<file path="src/rtl/alarm_match_pkg.sv">
package alarm_match_pkg;
  localparam int ALM_FIELDS = 3;
  localparam int SEL_W = 2;

  typedef struct packed {
    logic [ALM_FIELDS-1:0] wrField;
    logic                  setFlag;
    logic                  clrFlag;
  } almStrobes_t;
endpackage

</file>
<file path="src/rtl/alarm_field_match.sv">
module alarm_field_match #(
  parameter int FIELD_W = 8,
  parameter int WILD_BITS = 2
) (
  input  logic [FIELD_W-1:0] almByte,
  input  logic [FIELD_W-1:0] timeByte,
  output logic               hit
);
  localparam int TOP = FIELD_W - 1;
  logic isWild;

  always_comb begin
    isWild = &almByte[TOP -: WILD_BITS];
    hit    = isWild || (almByte == timeByte);
  end
endmodule

</file>
<file path="src/rtl/alarm_ctrl.sv">
module alarm_ctrl
  import alarm_match_pkg::*;
#(
  parameter int FIELDS = ALM_FIELDS
) (
  input  logic             almWrEn,
  input  logic [SEL_W-1:0] almWrSel,
  input  logic             updateDone,
  input  logic             statusRd,
  input  logic             nowMatch,
  output almStrobes_t      strobes
);
  always_comb begin
    strobes = '0;
    for (int i = 0; i < FIELDS; i++) begin
      strobes.wrField[i] = almWrEn && (almWrSel == SEL_W'(i));
    end
    // a fresh match wins over a simultaneous clear
    strobes.setFlag = updateDone && nowMatch;
    strobes.clrFlag = statusRd && !strobes.setFlag;
  end
endmodule

</file>
<file path="src/rtl/alarm_datapath.sv">
module alarm_datapath
  import alarm_match_pkg::*;
#(
  parameter int FIELD_W = 8,
  parameter int WILD_BITS = 2
) (
  input  logic                          clk,
  input  logic                          rstN,
  input  almStrobes_t                   strobes,
  input  logic [FIELD_W-1:0]            wrData,
  input  logic [ALM_FIELDS*FIELD_W-1:0] curTime,
  input  logic [ALM_FIELDS*FIELD_W-1:0] nextTime,
  input  logic                          updateSoon,
  output logic                          nowMatch,
  output logic                          alarmFlag,
  output logic                          alarmPending
);
  logic [ALM_FIELDS-1:0] curHit;
  logic [ALM_FIELDS-1:0] nextHit;
  logic                  nextMatch;

  for (genvar i = 0; i < ALM_FIELDS; i++) begin : gField
    logic [FIELD_W-1:0] almByte;

    always_ff @(posedge clk or negedge rstN) begin
      if (!rstN) begin
        almByte <= '0;
      end else if (strobes.wrField[i]) begin
        almByte <= wrData;
      end
    end

    alarm_field_match #(.FIELD_W(FIELD_W), .WILD_BITS(WILD_BITS)) uCur (
      .almByte (almByte),
      .timeByte(curTime[i*FIELD_W +: FIELD_W]),
      .hit     (curHit[i])
    );

    alarm_field_match #(.FIELD_W(FIELD_W), .WILD_BITS(WILD_BITS)) uNext (
      .almByte (almByte),
      .timeByte(nextTime[i*FIELD_W +: FIELD_W]),
      .hit     (nextHit[i])
    );
  end

  always_comb begin
    nowMatch  = &curHit;
    nextMatch = &nextHit;
  end

  always_ff @(posedge clk or negedge rstN) begin
    if (!rstN) begin
      alarmFlag <= 1'b0;
    end else if (strobes.setFlag) begin
      alarmFlag <= 1'b1;
    end else if (strobes.clrFlag) begin
      alarmFlag <= 1'b0;
    end
  end

  // recomputed every cycle, so a moved alarm cannot leave it stuck
  always_ff @(posedge clk or negedge rstN) begin
    if (!rstN) begin
      alarmPending <= 1'b0;
    end else begin
      alarmPending <= updateSoon && nextMatch;
    end
  end
endmodule

</file>
<file path="src/rtl/alarm_match_top.sv">
module alarm_match_top
  import alarm_match_pkg::*;
#(
  parameter int FIELD_W = 8,
  parameter int WILD_BITS = 2
) (
  input  logic                          clk,
  input  logic                          rstN,
  input  logic                          almWrEn,
  input  logic [SEL_W-1:0]              almWrSel,
  input  logic [FIELD_W-1:0]            almWrData,
  input  logic [ALM_FIELDS*FIELD_W-1:0] curTime,
  input  logic                          updateDone,
  input  logic [ALM_FIELDS*FIELD_W-1:0] nextTime,
  input  logic                          updateSoon,
  input  logic                          statusRd,
  output logic                          alarmFlag,
  output logic                          alarmPending
);
  almStrobes_t strobes;
  logic        nowMatch;

  alarm_ctrl uCtrl (
    .almWrEn   (almWrEn),
    .almWrSel  (almWrSel),
    .updateDone(updateDone),
    .statusRd  (statusRd),
    .nowMatch  (nowMatch),
    .strobes   (strobes)
  );

  alarm_datapath #(.FIELD_W(FIELD_W), .WILD_BITS(WILD_BITS)) uData (
    .clk         (clk),
    .rstN        (rstN),
    .strobes     (strobes),
    .wrData      (almWrData),
    .curTime     (curTime),
    .nextTime    (nextTime),
    .updateSoon  (updateSoon),
    .nowMatch    (nowMatch),
    .alarmFlag   (alarmFlag),
    .alarmPending(alarmPending)
  );
endmodule

</file>
<file path="config.mk">
export PLATFORM = sky130hd
export DESIGN_NAME = alarm_match_top
export DESIGN_NICKNAME = d
export VERILOG_FILES = /design/src/rtl/alarm_match_pkg.sv /design/src/rtl/alarm_field_match.sv /design/src/rtl/alarm_ctrl.sv /design/src/rtl/alarm_datapath.sv /design/src/rtl/alarm_match_top.sv
export SDC_FILE = /design/constraint.sdc
export NUM_CORES = 1
export LEC_CHECK = 0
export ABC_AREA = 1
export BUFFER_PORTS_ARGS = -buffer_cell sky130_fd_sc_hd__buf_2
export CORE_MARGIN = 1.5
export CORE_UTILIZATION = 50
export CTS_CLUSTER_DIAMETER = 60
export DETAILED_ROUTE_END_ITERATION = 10
export MAX_ROUTING_LAYER = met4
export PLACE_DENSITY = 0.88
export SLEW_MARGIN = 20
export SYNTH_ARGS = -nofsm -noshare
export SYNTH_HDL_FRONTEND = slang
export SYNTH_SLANG_ARGS = --single-unit
</file>
<file path="constraint.sdc">
create_clock -name clk -period 2.3 [get_ports clk]
set_input_delay 0.115 -clock clk [delete_from_list [all_inputs] [get_ports clk]]
set_output_delay 0.115 -clock clk [all_outputs]
set_load 0.1 [all_outputs]
</file>
# Word-level counts from Yosys, hierarchy flattened
# Cells that the tools add are included.
[classes] addsub=0 mul=0 n_div=0 order_cmp=0 n_eq_ne=8 shifts=0 mux=2 n_bitwise=0 n_reduce_logical=20
[ops] cell="$eq A8 B8 Y1" count=6
[ops] cell="$logic_and A1 B1 Y1" count=6
[ops] cell="$logic_or A1 B1 Y1" count=6
[ops] cell="$reduce_and A2 Y1" count=3
[ops] cell="$reduce_and A3 Y1" count=2
[ops] cell="$eq A2 B1 Y1 const B" count=1
[ops] cell="$eq A2 B2 Y1 const B" count=1
[ops] cell="$logic_not A2 Y1" count=1
[ops] cell="$mux W1" count=2
[ops] cell="$reduce_bool A2 Y1" count=1
[ops] cell="$logic_not A1 Y1" count=1
[word_totals] ff_bits=26 latchBits=0 ram_bits=0 romBits=0 mem_count=0

# Longest topological paths before layout
# Gate-level depths: netlist of the first run.
[logic_depth] word_depth=8 mapped_depth=9 mapped_depth_nobuf=9

# Cells and area by module
# Synthesis of the first run repeated with hierarchy kept, for this count alone.
[unflattened] hier_cells=323 hier_area_um2=1909.3
[by_module_without_submodules] mod="alarm_datapath" instances=1 cells_per_inst=114 area_each_um2=1003.5 seq_area_each_um2=650.6
[by_module_without_submodules] mod="alarm_field_match" instances=6 cells_per_inst=33 area_each_um2=143.9 seq_area_each_um2=0.0
[by_module_without_submodules] mod="alarm_ctrl" instances=1 cells_per_inst=11 area_each_um2=42.5 seq_area_each_um2=0.0

# Worst setup path before layout of the first run
# Ideal clock, no wire load.
[synth_timing] path_kind="register to register" from="register uData.alarmFlag (netlist name)" to="register uData.alarmFlag" setup_time_ps=76 arrival_time_ps=1088 t_required_ps=2224 setup_slack_ps=1136 stages_incl_launch_ff=3 n_path_buf=0 period_less_slack_ps=1164 path_cell_list="dfrtp_1 > nand2_1 > o21ai_1"
[synth_lines] item="end signal: assignment" line_no="alarm_datapath.sv:53" text="alarmFlag <= 1'b0;"
[synth_lines] item="end signal: assignment" line_no="alarm_datapath.sv:55" text="alarmFlag <= 1'b1;"
[synth_lines] item="end signal: assignment" line_no="alarm_datapath.sv:57" text="alarmFlag <= 1'b0;"
[synth_lines] item="end: declaration" line_no="alarm_datapath.sv:15" text="output logic alarmFlag,"

# Final worst setup path of the first run
[layout_timing] from="register uData.alarmFlag" to="output alarmFlag"
[layout_lines] item="end: declaration" line_no="alarm_match_top.sv:17" text="output logic alarmFlag,"
# No word-level cell between the ends.

==> results of run 1 <==
-- layout make-up --
cell class / count / area, um^2 / area share, %
multi-input combinational: 178 / 900 / 43.1
inverter: 33 / 124 / 5.94
clock buffer: 3 / 22.5 / 1.08
timing repair buffer: 66 / 335 / 16.1
tap: 44 / 55.1 / 2.64
sequential: 26 / 651 / 31.2
-- metrics by stage --
stage	total power, mW	std cells	hold slack [ps]	instance area (um^2)
after CTS	1.16	350	24.0	2090
after floorplan	0.852	240	-181	1690
after detailed placement	0.979	346	131	2050
after global routing	1.24	350	19.0	2090
after global placement	0.961	346	135	2050
final	1.15	350	25.4	2090
-- registers in the layout, indices dropped and copies added, names as in the netlist --
register / flops
uData.alarmPending: 1
uData.alarmFlag: 1
uData.gField.almByte: 24
-- synth_stat cells --
cell type,number
nand3_1,8
o21ai_1,1
nand4_1,2
nor2_1,13
nor3_2,1
o21ai_0,25
xnor2_1,30
xor2_1,2
buf_2,3
or2_1,2
inv_1,33
dfrtp_1,26
nand2_1,89
or2_2,3
or2_0,2
-- cells in the final DEF, fill, tap and decap left out --
cell type       n
buf_2          65
nand3_1         8
dlygate4sd3_1   1
clkbuf_4        3
o21ai_1         1
or2_2           3
dfrtp_1        26
nand2_1        89
or2_0           2
nand4_1         2
inv_1          33
or2_1           2
xor2_1          2
o21ai_0        25
nor3_2          1
xnor2_1        30
nor2_1         13
-- routing by layer --
layer | GRT usage, % | up-vias
li1 | - | 861
met1 | 28.6 | 710
met2 | 36.2 | 57
met3 | 2.31 | 6
met4 | 4.66 | 0
met5 | - | -
-- final timing paths --
| kind | to | slack (ps) | cells after the start |
|---|---|---|---|
| hold / removal | uData.alarmPending | 30 | 3 |
| setup reg to reg | uData.alarmPending | 1120 | 7 |
| setup / recovery | alarmFlag | 1080 | 1 |
| max in group asynchronous | uData.gField[0].almByte[4] | 1600 | 2 |
| min in group asynchronous | uData.gField[1].almByte[7] | 330 | 2 |
| hold reg to reg | uData.alarmFlag | 530 | 2 |
-- tightest hold or removal path: stages --
cell     delay, ps
buf_2          100
nand2_1         60
nor2_1          40
-- logic make-up after synthesis --
group / synth area share, %
AOI/OAI and AO/OA: 7.70
and+or+nand+nor: 29.0
xor gates and xnor gates: 16.6
buffers and inverters: 8.22
DFF: 38.5
-- where the power goes --
| group | switching, mW | total (mW) | internal (mW) |
|---|---|---|---|
| Combinational | 0.171 | 0.361 | 0.190 |
| Sequential | 0.0844 | 0.608 | 0.524 |
| Clock | 0.120 | 0.182 | 0.0613 |
| Total | 0.376 | 1.15 | 0.775 |
-- timing repair --
action / in CTS / in global routing
endpoints found under the hold margin: 26 / 0
gates resized for setup: 0 / 0
buffers inserted: 0 / 0
hold buffers: 1 / 0
==> metrics.md, run 1 <==
| Metric | Value |
|---|---|
| Startpoint types | `register` |
| Critical Path AT | `1110 ps` |
| Port Buffer Count | `65` |
| First-pass GRT wire length | `5880 um` |
| Unrepaired setup endpoints after global routing | `false` |
| Routed met1 length | `1580 um` |
| Synth top area cells | `dfrtp_1 (39%), nand2_1 (20%), xnor2_1 (16%)` |
| Setup ws final | `1080 ps` |
| Pwr dens | `552 nW/um^2` |
| Vias in the first global route | `1426` |
| FMAX | `0.817 GHz` |
| CP delay by family, top | `buffers and inverters` |
| Post-synth net total | `304` |
| WP buf/inv | `1` |
| CTS tree | `yes` |
| Gr ovfl total | `0` |
| H-tree depth | `1` |
| Via/cell ratio | `4.67` |
| Remaining DRCs | `0` |
| Final min period | `1220 ps` |
| Antenna Cells | `0` |
| Start point of the critical path | `uData.alarmFlag` |
| Max-cap violations | `0` |
| Filler instances | `283` |
| Worst-Margin Slew | `555 ps` |
| Hold Startpoint | `updateSoon` |
| Final period util | `53.2%` |
| Setup Crit Path Kind | `reg -> out` |
| Slew HR | `63.0%` |
| Clk slew on worst S/H paths | `120 ps` |
| Synth area leader | `dfrtp_1` |
| Setup violators final | `0` |
| Clk_skew | `1.60 ps` |
| Clock buffer depth | `2` |
| CP endpoint kind | `output pin` |
| Core area | `3130 um^2` |
| LEAKAGE | `1.14 nW` |
| Total track usage | `21.7%` |
| Setup TNS | `0 ps` |
| Die area | `3740 um^2` |
| Peak VDD IR | `0.000310 V` |
| Routed Antenna Nets | `0` |
| RR Startpoint | `uData.gField[1].almByte[4]` |
| Routed length on met3 | `238 um` |
| Worst hold path type | `in -> reg` |
| Vias | `1634` |
| Initial DRC count | `70` |
| Run status | `finished clean` |
| Yosys top cell area share | `38.5%` |
| Worst-path fanout max | `2` |
| Cell count after synthesis | `240` |
| Avg Inst Size Synth | `7.04 um^2` |
| Initial Utilization | `54.0%` |
| Met2 WL post-DR | `1670 um` |
| Post-synth cell types | `15` |
| Fin. Hold Viols | `0` |
| Synth Register Bits | `26` |
| Die Wd | `61.1 um` |
| Wirelength per Cell | `10.0 um` |
| Final Util | `66.7%` |
| Fraction of layout cells with a size suffix above 1 | `23.5%` |
| Pin count of the biggest net entering global routing | `27` |
| Synth-to-layout area growth | `23.6%` |
| Post-DP HPWL | `3000 um` |
| Rows | `20` |
| Req. time, crit path | `2180 ps` |
| Initial antenna violation count | `0` |
| Worst-skew pair later-pin latency | `310 ps` |
| Seq/Total Area, Yosys | `38.5%` |
| DP Worst Slack | `1140 ps` |
| Max Used Layer | `met4` |
| Clk root buf | `clkbuf_4` |
| Crit path max-delay cell type | `buf_2` |
| Slowest cell delay on critical path | `430 ps` |
| Sinks on Clock Net | `26` |
| TritonCTS buffer count | `3` |
| Synth Cell Area | `1690 um^2` |
| CP Cell Sequence | `buf_2` |
| WL final | `3520 um` |
| I/O pin cnt | `66` |
| Final GP Congestion | `0.853` |
| Final Slew Violations | `0` |
| First-pass DRT Iterations | `4` |
| Layout Nets | `372` |
| Synth Warn # | `0` |
| Die H | `61.1 um` |
(Power assumes the default switching activity.)
==> run 2: changes to the inputs <==
--- a/config.mk
+++ b/config.mk
@@ -5,14 +5,14 @@
 export SDC_FILE = /design/constraint.sdc
 export NUM_CORES = 1
 export LEC_CHECK = 0
-export ABC_AREA = 1
+export ABC_AREA = 0
 export BUFFER_PORTS_ARGS = -buffer_cell sky130_fd_sc_hd__buf_2
 export CORE_MARGIN = 1.5
-export CORE_UTILIZATION = 50
+export CORE_UTILIZATION = 47
 export CTS_CLUSTER_DIAMETER = 60
 export DETAILED_ROUTE_END_ITERATION = 10
 export MAX_ROUTING_LAYER = met4
-export PLACE_DENSITY = 0.88
+export PLACE_DENSITY = 0.85
 export SLEW_MARGIN = 20
 export SYNTH_ARGS = -nofsm -noshare
 export SYNTH_HDL_FRONTEND = slang
==> constraint.sdc (replaced) <==
create_clock -name clk -period 1.2 [get_ports clk]
set_input_delay 0.06 -clock clk [delete_from_list [all_inputs] [get_ports clk]]
set_output_delay 0.06 -clock clk [all_outputs]
set_load 0.1 [all_outputs]
==> metrics.md, run 2 <==
| Metric | Value |
|---|---|
| Met2 WL post-DR | `2040 um` |
| Vias in the first global route | `1336` |
| Die area | `3620 um^2` |
| Pin count of the biggest net entering global routing | `27` |
| Vias | `1289` |
| Synth Register Bits | `26` |
| H-tree depth | `1` |
| Total track usage | `23.9%` |
| Reg2reg path depth | `4` |
| Most frequent cells after synthesis | `xor2_1 (48), dfrtp_1 (26), mux2_2 (24), nor4_1 (11), a22oi_1 (6)` |
| CP endpoint kind | `register` |
| Post-synth net total | `187` |
| Worst-path fanout max | `4` |
| Worst-skew pair later-pin latency | `330 ps` |
| R2R setup slack | `-250 ps` |
| Yosys top cell area share | `42.3%` |
| Run status | `complete, but fails checks` |
| Synth Warn # | `0` |
| Slowest cell delay on critical path | `460 ps` |
| Setup Crit Path Kind | `reg -> reg` |
| Setup violators final | `2` |
| Req. time, crit path | `1430 ps` |
| LEAKAGE | `1.03 nW` |
| Multi-input gate area | `900 um^2` |
| Final Util | `70.3%` |
| Clock buffer depth | `2` |
| Avg Inst Size Synth | `12.5 um^2` |
| Clk_skew | `12.1 ps` |
| I/O pin cnt | `66` |
| Post-synth cell types | `12` |
| Filler instances | `224` |
| CTS tree | `yes` |
| Unrepaired setup endpoints after global routing | `true` |
| Routed Antenna Nets | `0` |
| Crit path max-delay cell type | `dfrtp_1` |
| Slew HR | `61.3%` |
| Wirelength per Cell | `15.4 um` |
| Clk root buf | `clkbuf_4` |
| Die H | `60.2 um` |
| Register area | `652 um^2` |
| Most frequent cells in the layout | `buf_2 (64), xor2_1 (48), dfrtp_1 (25)` |
| Via/cell ratio | `5.04` |
| Final Slew Violations | `0` |
| Core area | `3080 um^2` |
| Final period util | `121%` |
| Worst-Margin Slew | `581 ps` |
| Initial DRC count | `20` |
| Largest register FFs | `24` |
| Initial antenna violation count | `0` |
| Commonest non-fill, non-tap cell in the layout | `buf_2` |
| Pwr dens | `1230 nW/um^2` |
| Failing checks | `negative setup slack` |
| Routed met1 length | `1620 um` |
| Finished Cell Area | `2160 um^2` |
| Peak VDD IR | `0.000762 V` |
| Final GP Congestion | `0.903` |
| Total chip power | `2.67 mW` |
| Largest Register | `uData.gField.almByte` |
| First-pass GRT wire length | `6020 um` |
| CP delay by family, top | `flip-flops` |
| Fin. Hold Viols | `0` |
| Sinks on Clock Net | `26` |
| WP buf/inv | `0` |
| Synth Flop Type | `dfrtp_1` |
| Port Buffer Count | `65` |
| Synth Cell Area | `1540 um^2` |
| Worst hold path type | `in -> reg` |
| Clk slew on worst S/H paths | `150 ps` |
| Remaining DRCs | `0` |
| Die Wd | `60.2 um` |
| TritonCTS buffer count | `3` |
| Max-cap violations | `0` |
| Synth area leader | `dfrtp_1` |
| First-pass DRT Iterations | `4` |
| Critical Path AT | `1680 ps` |
| Async SR Flop Fraction | `100%` |
| WL final | `3950 um` |
| Setup TNS | `-486 ps` |
| Top flop regs | `uData.gField.almByte x24, uData.alarmFlag x1, uData.alarmPending x1` |
| Cell count after synthesis | `123` |
| Startpoint types | `register` |
| Hold Path Depth | `2` |
| Post-DP HPWL | `3020 um` |
| Gr ovfl total | `0` |
| Setup ws final | `-253 ps` |
| Antenna Cells | `0` |
| Layout Nets | `277` |
| Placement Cell Area | `1980 um^2` |
| Rows | `20` |
| Max Used Layer | `met4` |
| Initial Utilization | `49.9%` |
| Final min period | `1450 ps` |
| Most frequent cell after synthesis | `xor2_1` |
| Critical path depth in cells | `4` |
| Synth top area cells | `dfrtp_1 (42%), xor2_1 (27%), mux2_2 (18%)` |
| CP Cell Sequence | `xor2_1 > nor4_2 > a22oi_2 > o41ai_2` |
| Routed length on met3 | `184 um` |
| Seq/Total Area, Yosys | `42.3%` |
| Post-synth EDFFs | `0` |
| Synth-to-layout area growth | `40.8%` |
| Fraction of layout cells with a size suffix above 1 | `52.8%` |
| FMAX | `0.688 GHz` |
## run 2: area by class of cell
class	count	share of cell area, %
clock buffers	3	1.04
well taps	44	2.54
inverters	1	0.174
clock inverters	1	1.39
flip-flops and latches	26	30.1
multi-input cells	96	41.6
repair buffers	85	23.1
## run 2: logic make-up (layout without fill, tap and decap cells)
group | count (synthesis) | in the layout | synth area share (%)
flops | 26 | 26 | 42.3
simple gates | 17 | 17 | 8.47
buf+inv | 1 | 90 | 0.244
xor+xnor | 48 | 48 | 27.4
mux | 24 | 24 | 17.6
compound gates | 7 | 7 | 3.99
## run 2: final timing paths
kind | endpoint | from
worst max-delay path | uData.alarmFlag | uData.gField[2].almByte[6]
worst min-delay path | uData.gField[0].almByte[3] | almWrData[3]
worst max register to register | uData.alarmFlag | uData.gField[2].almByte[6]
worst min register to register | uData.alarmFlag | uData.alarmFlag
max in group asynchronous | uData.gField[1].almByte[1] | rstN
min in group asynchronous | uData.gField[0].almByte[3] | rstN
## run 2: worst register-to-register path: stages (launching register included)
cell and delay (ps):
dfrtp_1 460, xor2_1 170, nor4_2 320, a22oi_2 100, o41ai_2 310
## run 2: through the flow
stage	std cells	hold WS, ps	setup slack, ps
floorplan	123	-236	-91.0
global placement	240	78.3	-179
detailed placement	240	92.1	-226
CTS	254	2.38	-245
global route	256	11.7	-315
finish	256	18.7	-253
## run 2: metal layers
| metal | GRT usage (%) | up-vias |
|---|---|---|
| li1 | - | 621 |
| met5 | - | - |
| met3 | 2.81 | 15 |
| met4 | 12.4 | 0 |
| met2 | 40.2 | 52 |
| met1 | 27.9 | 601 |
## run 2: what timing repair did
item,CTS,global route
gates resized for setup,0,5
hold endpoints to repair,37,1
pin swaps,6,3
hold buffers,8,1
buffers inserted,2,1
setup endpoints to repair,2,3
## run 2: report_power, final
group          total (mW)  switching [mW]  internal, mW
sequential           1.22           0.185          1.03
clock               0.606           0.268         0.338
combinational       0.849           0.363         0.486
==> run 3: changes to the inputs <==
--- a/config.mk
+++ b/config.mk
@@ -8,11 +8,11 @@
 export ABC_AREA = 0
 export BUFFER_PORTS_ARGS = -buffer_cell sky130_fd_sc_hd__buf_2
 export CORE_MARGIN = 1.5
-export CORE_UTILIZATION = 47
+export CORE_UTILIZATION = 50
 export CTS_CLUSTER_DIAMETER = 60
 export DETAILED_ROUTE_END_ITERATION = 10
 export MAX_ROUTING_LAYER = met4
-export PLACE_DENSITY = 0.85
+export PLACE_DENSITY = 0.89
 export SLEW_MARGIN = 20
 export SYNTH_ARGS = -nofsm -noshare
 export SYNTH_HDL_FRONTEND = slang
==> constraint.sdc (replaced) <==
create_clock -name clk -period 1.7 [get_ports clk]
set_input_delay 0.085 -clock clk [delete_from_list [all_inputs] [get_ports clk]]
set_output_delay 0.085 -clock clk [all_outputs]
set_load 0.1 [all_outputs]
==> metrics.md, run 3 (synthesized netlist as in run 2, its figures left out) <==
| Metric | Value |
|---|---|
| Worst-Margin Slew | `563 ps` |
| Worst-skew pair later-pin latency | `310 ps` |
| Largest Register | `uData.gField.almByte` |
| Vias in the first global route | `1278` |
| CP endpoint kind | `register` |
| First-pass GRT wire length | `5760 um` |
| Reg2reg path depth | `4` |
| Antenna Cells | `0` |
| Remaining DRCs | `0` |
| Wirelength per Cell | `16.5 um` |
| Initial DRC count | `37` |
| WHS | `31.4 ps` |
| H-tree depth | `1` |
| Gr ovfl total | `0` |
| Setup TNS | `0 ps` |
| Unrepaired setup endpoints after global routing | `false` |
| Most frequent cells in the layout | `buf_2 (65), xor2_1 (48), dfrtp_1 (26)` |
| Worst hold path type | `in -> reg` |
| Setup Crit Path Kind | `reg -> reg` |
| Final period util | `91.1%` |
| Clock buffer depth | `2` |
| I/O pin cnt | `66` |
| Vias | `1248` |
| CTS tree | `yes` |
| Routed Antenna Nets | `0` |
| Hold_buf cts | `1` |
| Final Slew Violations | `0` |
| FMAX | `0.646 GHz` |
| Worst-path fanout max | `5` |
| Die area | `3410 um^2` |
| Initial Utilization | `54.3%` |
| Setup violators final | `0` |
| Hold Path Depth | `2` |
| Die H | `58.4 um` |
| Largest register FFs | `24` |
| Peak VDD IR | `0.000682 V` |
| Post-DP HPWL | `3040 um` |
| Critical Path AT | `1780 ps` |
| Core area | `2830 um^2` |
| Pwr dens | `852 nW/um^2` |
| Initial antenna violation count | `0` |
| DP Worst Slack | `236 ps` |
| Synth-to-layout area growth | `27.2%` |
| Via/cell ratio | `5.55` |
| Clk root buf | `clkbuf_4` |
| Fin. Hold Viols | `0` |
| Total track usage | `23.3%` |
| Die Wd | `58.4 um` |
| Setup ws final | `152 ps` |
| Run status | `finished clean` |
| Req. time, crit path | `1930 ps` |
| Final GP Congestion | `0.871` |
| Clk_skew | `6.87 ps` |
| Rows | `19` |
| Max-cap violations | `0` |
| LEAKAGE | `0.947 nW` |
| Cts repair resizes | `0` |
| WL final | `3710 um` |
| Port Buffer Count | `65` |
| Final min period | `1550 ps` |
| Slew HR | `62.5%` |
| Post-CTS Repair Setup Buffers | `0` |
| Fraction of layout cells with a size suffix above 1 | `50.5%` |
| TritonCTS buffer count | `3` |
| Layout Nets | `259` |
| First-pass DRT Iterations | `4` |
| Pin count of the biggest net entering global routing | `27` |
| Top flop regs | `uData.gField.almByte x24, uData.alarmFlag x1, uData.alarmPending x1` |
| Commonest non-fill, non-tap cell in the layout | `buf_2` |
| Startpoint types | `register` |
| Sinks on Clock Net | `26` |
| Clk slew on worst S/H paths | `140 ps` |
-- run 3: cell types whose count changed in the layout (fill, tap and decap cells not counted), sizes merged --
cell	previous run	this run
buf	75	66
bufinv	1	0
dlygate4sd3	9	1
-- run 3: metrics by stage --
step / total power, mW / instance area, um^2 / utilization, % / cells
after floorplan: 1.17 / 1540 / - / 123
after global placement: 1.33 / 1910 / 67.4 / 220
after detailed placement: 1.37 / 1910 / 67.4 / 220
after CTS: 1.67 / 1950 / 69.1 / 225
after global routing: 1.77 / 1950 / 69.1 / 225
final: 1.67 / 1950 / 69.1 / 225
-- run 3: power by group --
group	switching [mW]	total [mW]	leakage [nW]	internal, mW
clock network	0.170	0.300	0.0210	0.131
registers	0.144	0.870	0.312	0.727
logic	0.217	0.495	0.614	0.278
total	0.531	1.67	0.947	1.14
-- run 3: worst max-delay path, cell delays in order, from the launching register on --
cell and delay (ps):
dfrtp_1 460, xor2_1 180, nor4_1 370, a22oi_1 160, nor4b_2 300
-- run 3: layout make-up --
| cell class | count | area [um^2] |
|---|---|---|
| multi-input combinational | 96 | 882 |
| fill | 203 | 875 |
| sequential | 26 | 651 |
| timing repair buffer | 67 | 343 |
| tap | 31 | 38.8 |
| clock buffer | 4 | 36.3 |
| inverter | 1 | 3.75 |
-- run 3: per-layer routing --
| layer | GRT usage, % | wire, um | up-vias |
|---|---|---|---|
| met5 | - | 0 | - |
| met2 | 42.4 | 1970 | 52 |
| li1 | - | - | 587 |
| met1 | 26.2 | 1460 | 600 |
| met4 | 7.97 | 78 | 0 |
| met3 | 2.64 | 198 | 9 |
-- run 3: final timing paths --
kind / startpoint / end / slack, ps
max in group asynchronous: rstN / uData.gField[2].almByte[7] / 1040
setup reg to reg: uData.gField[1].almByte[7] / uData.alarmPending / 150
setup / recovery: uData.gField[1].almByte[7] / uData.alarmPending / 150
hold reg to reg: uData.alarmFlag / uData.alarmFlag / 500
min in group asynchronous: rstN / uData.gField[1].almByte[0] / 280
hold / removal: almWrData[2] / uData.gField[2].almByte[2] / 30
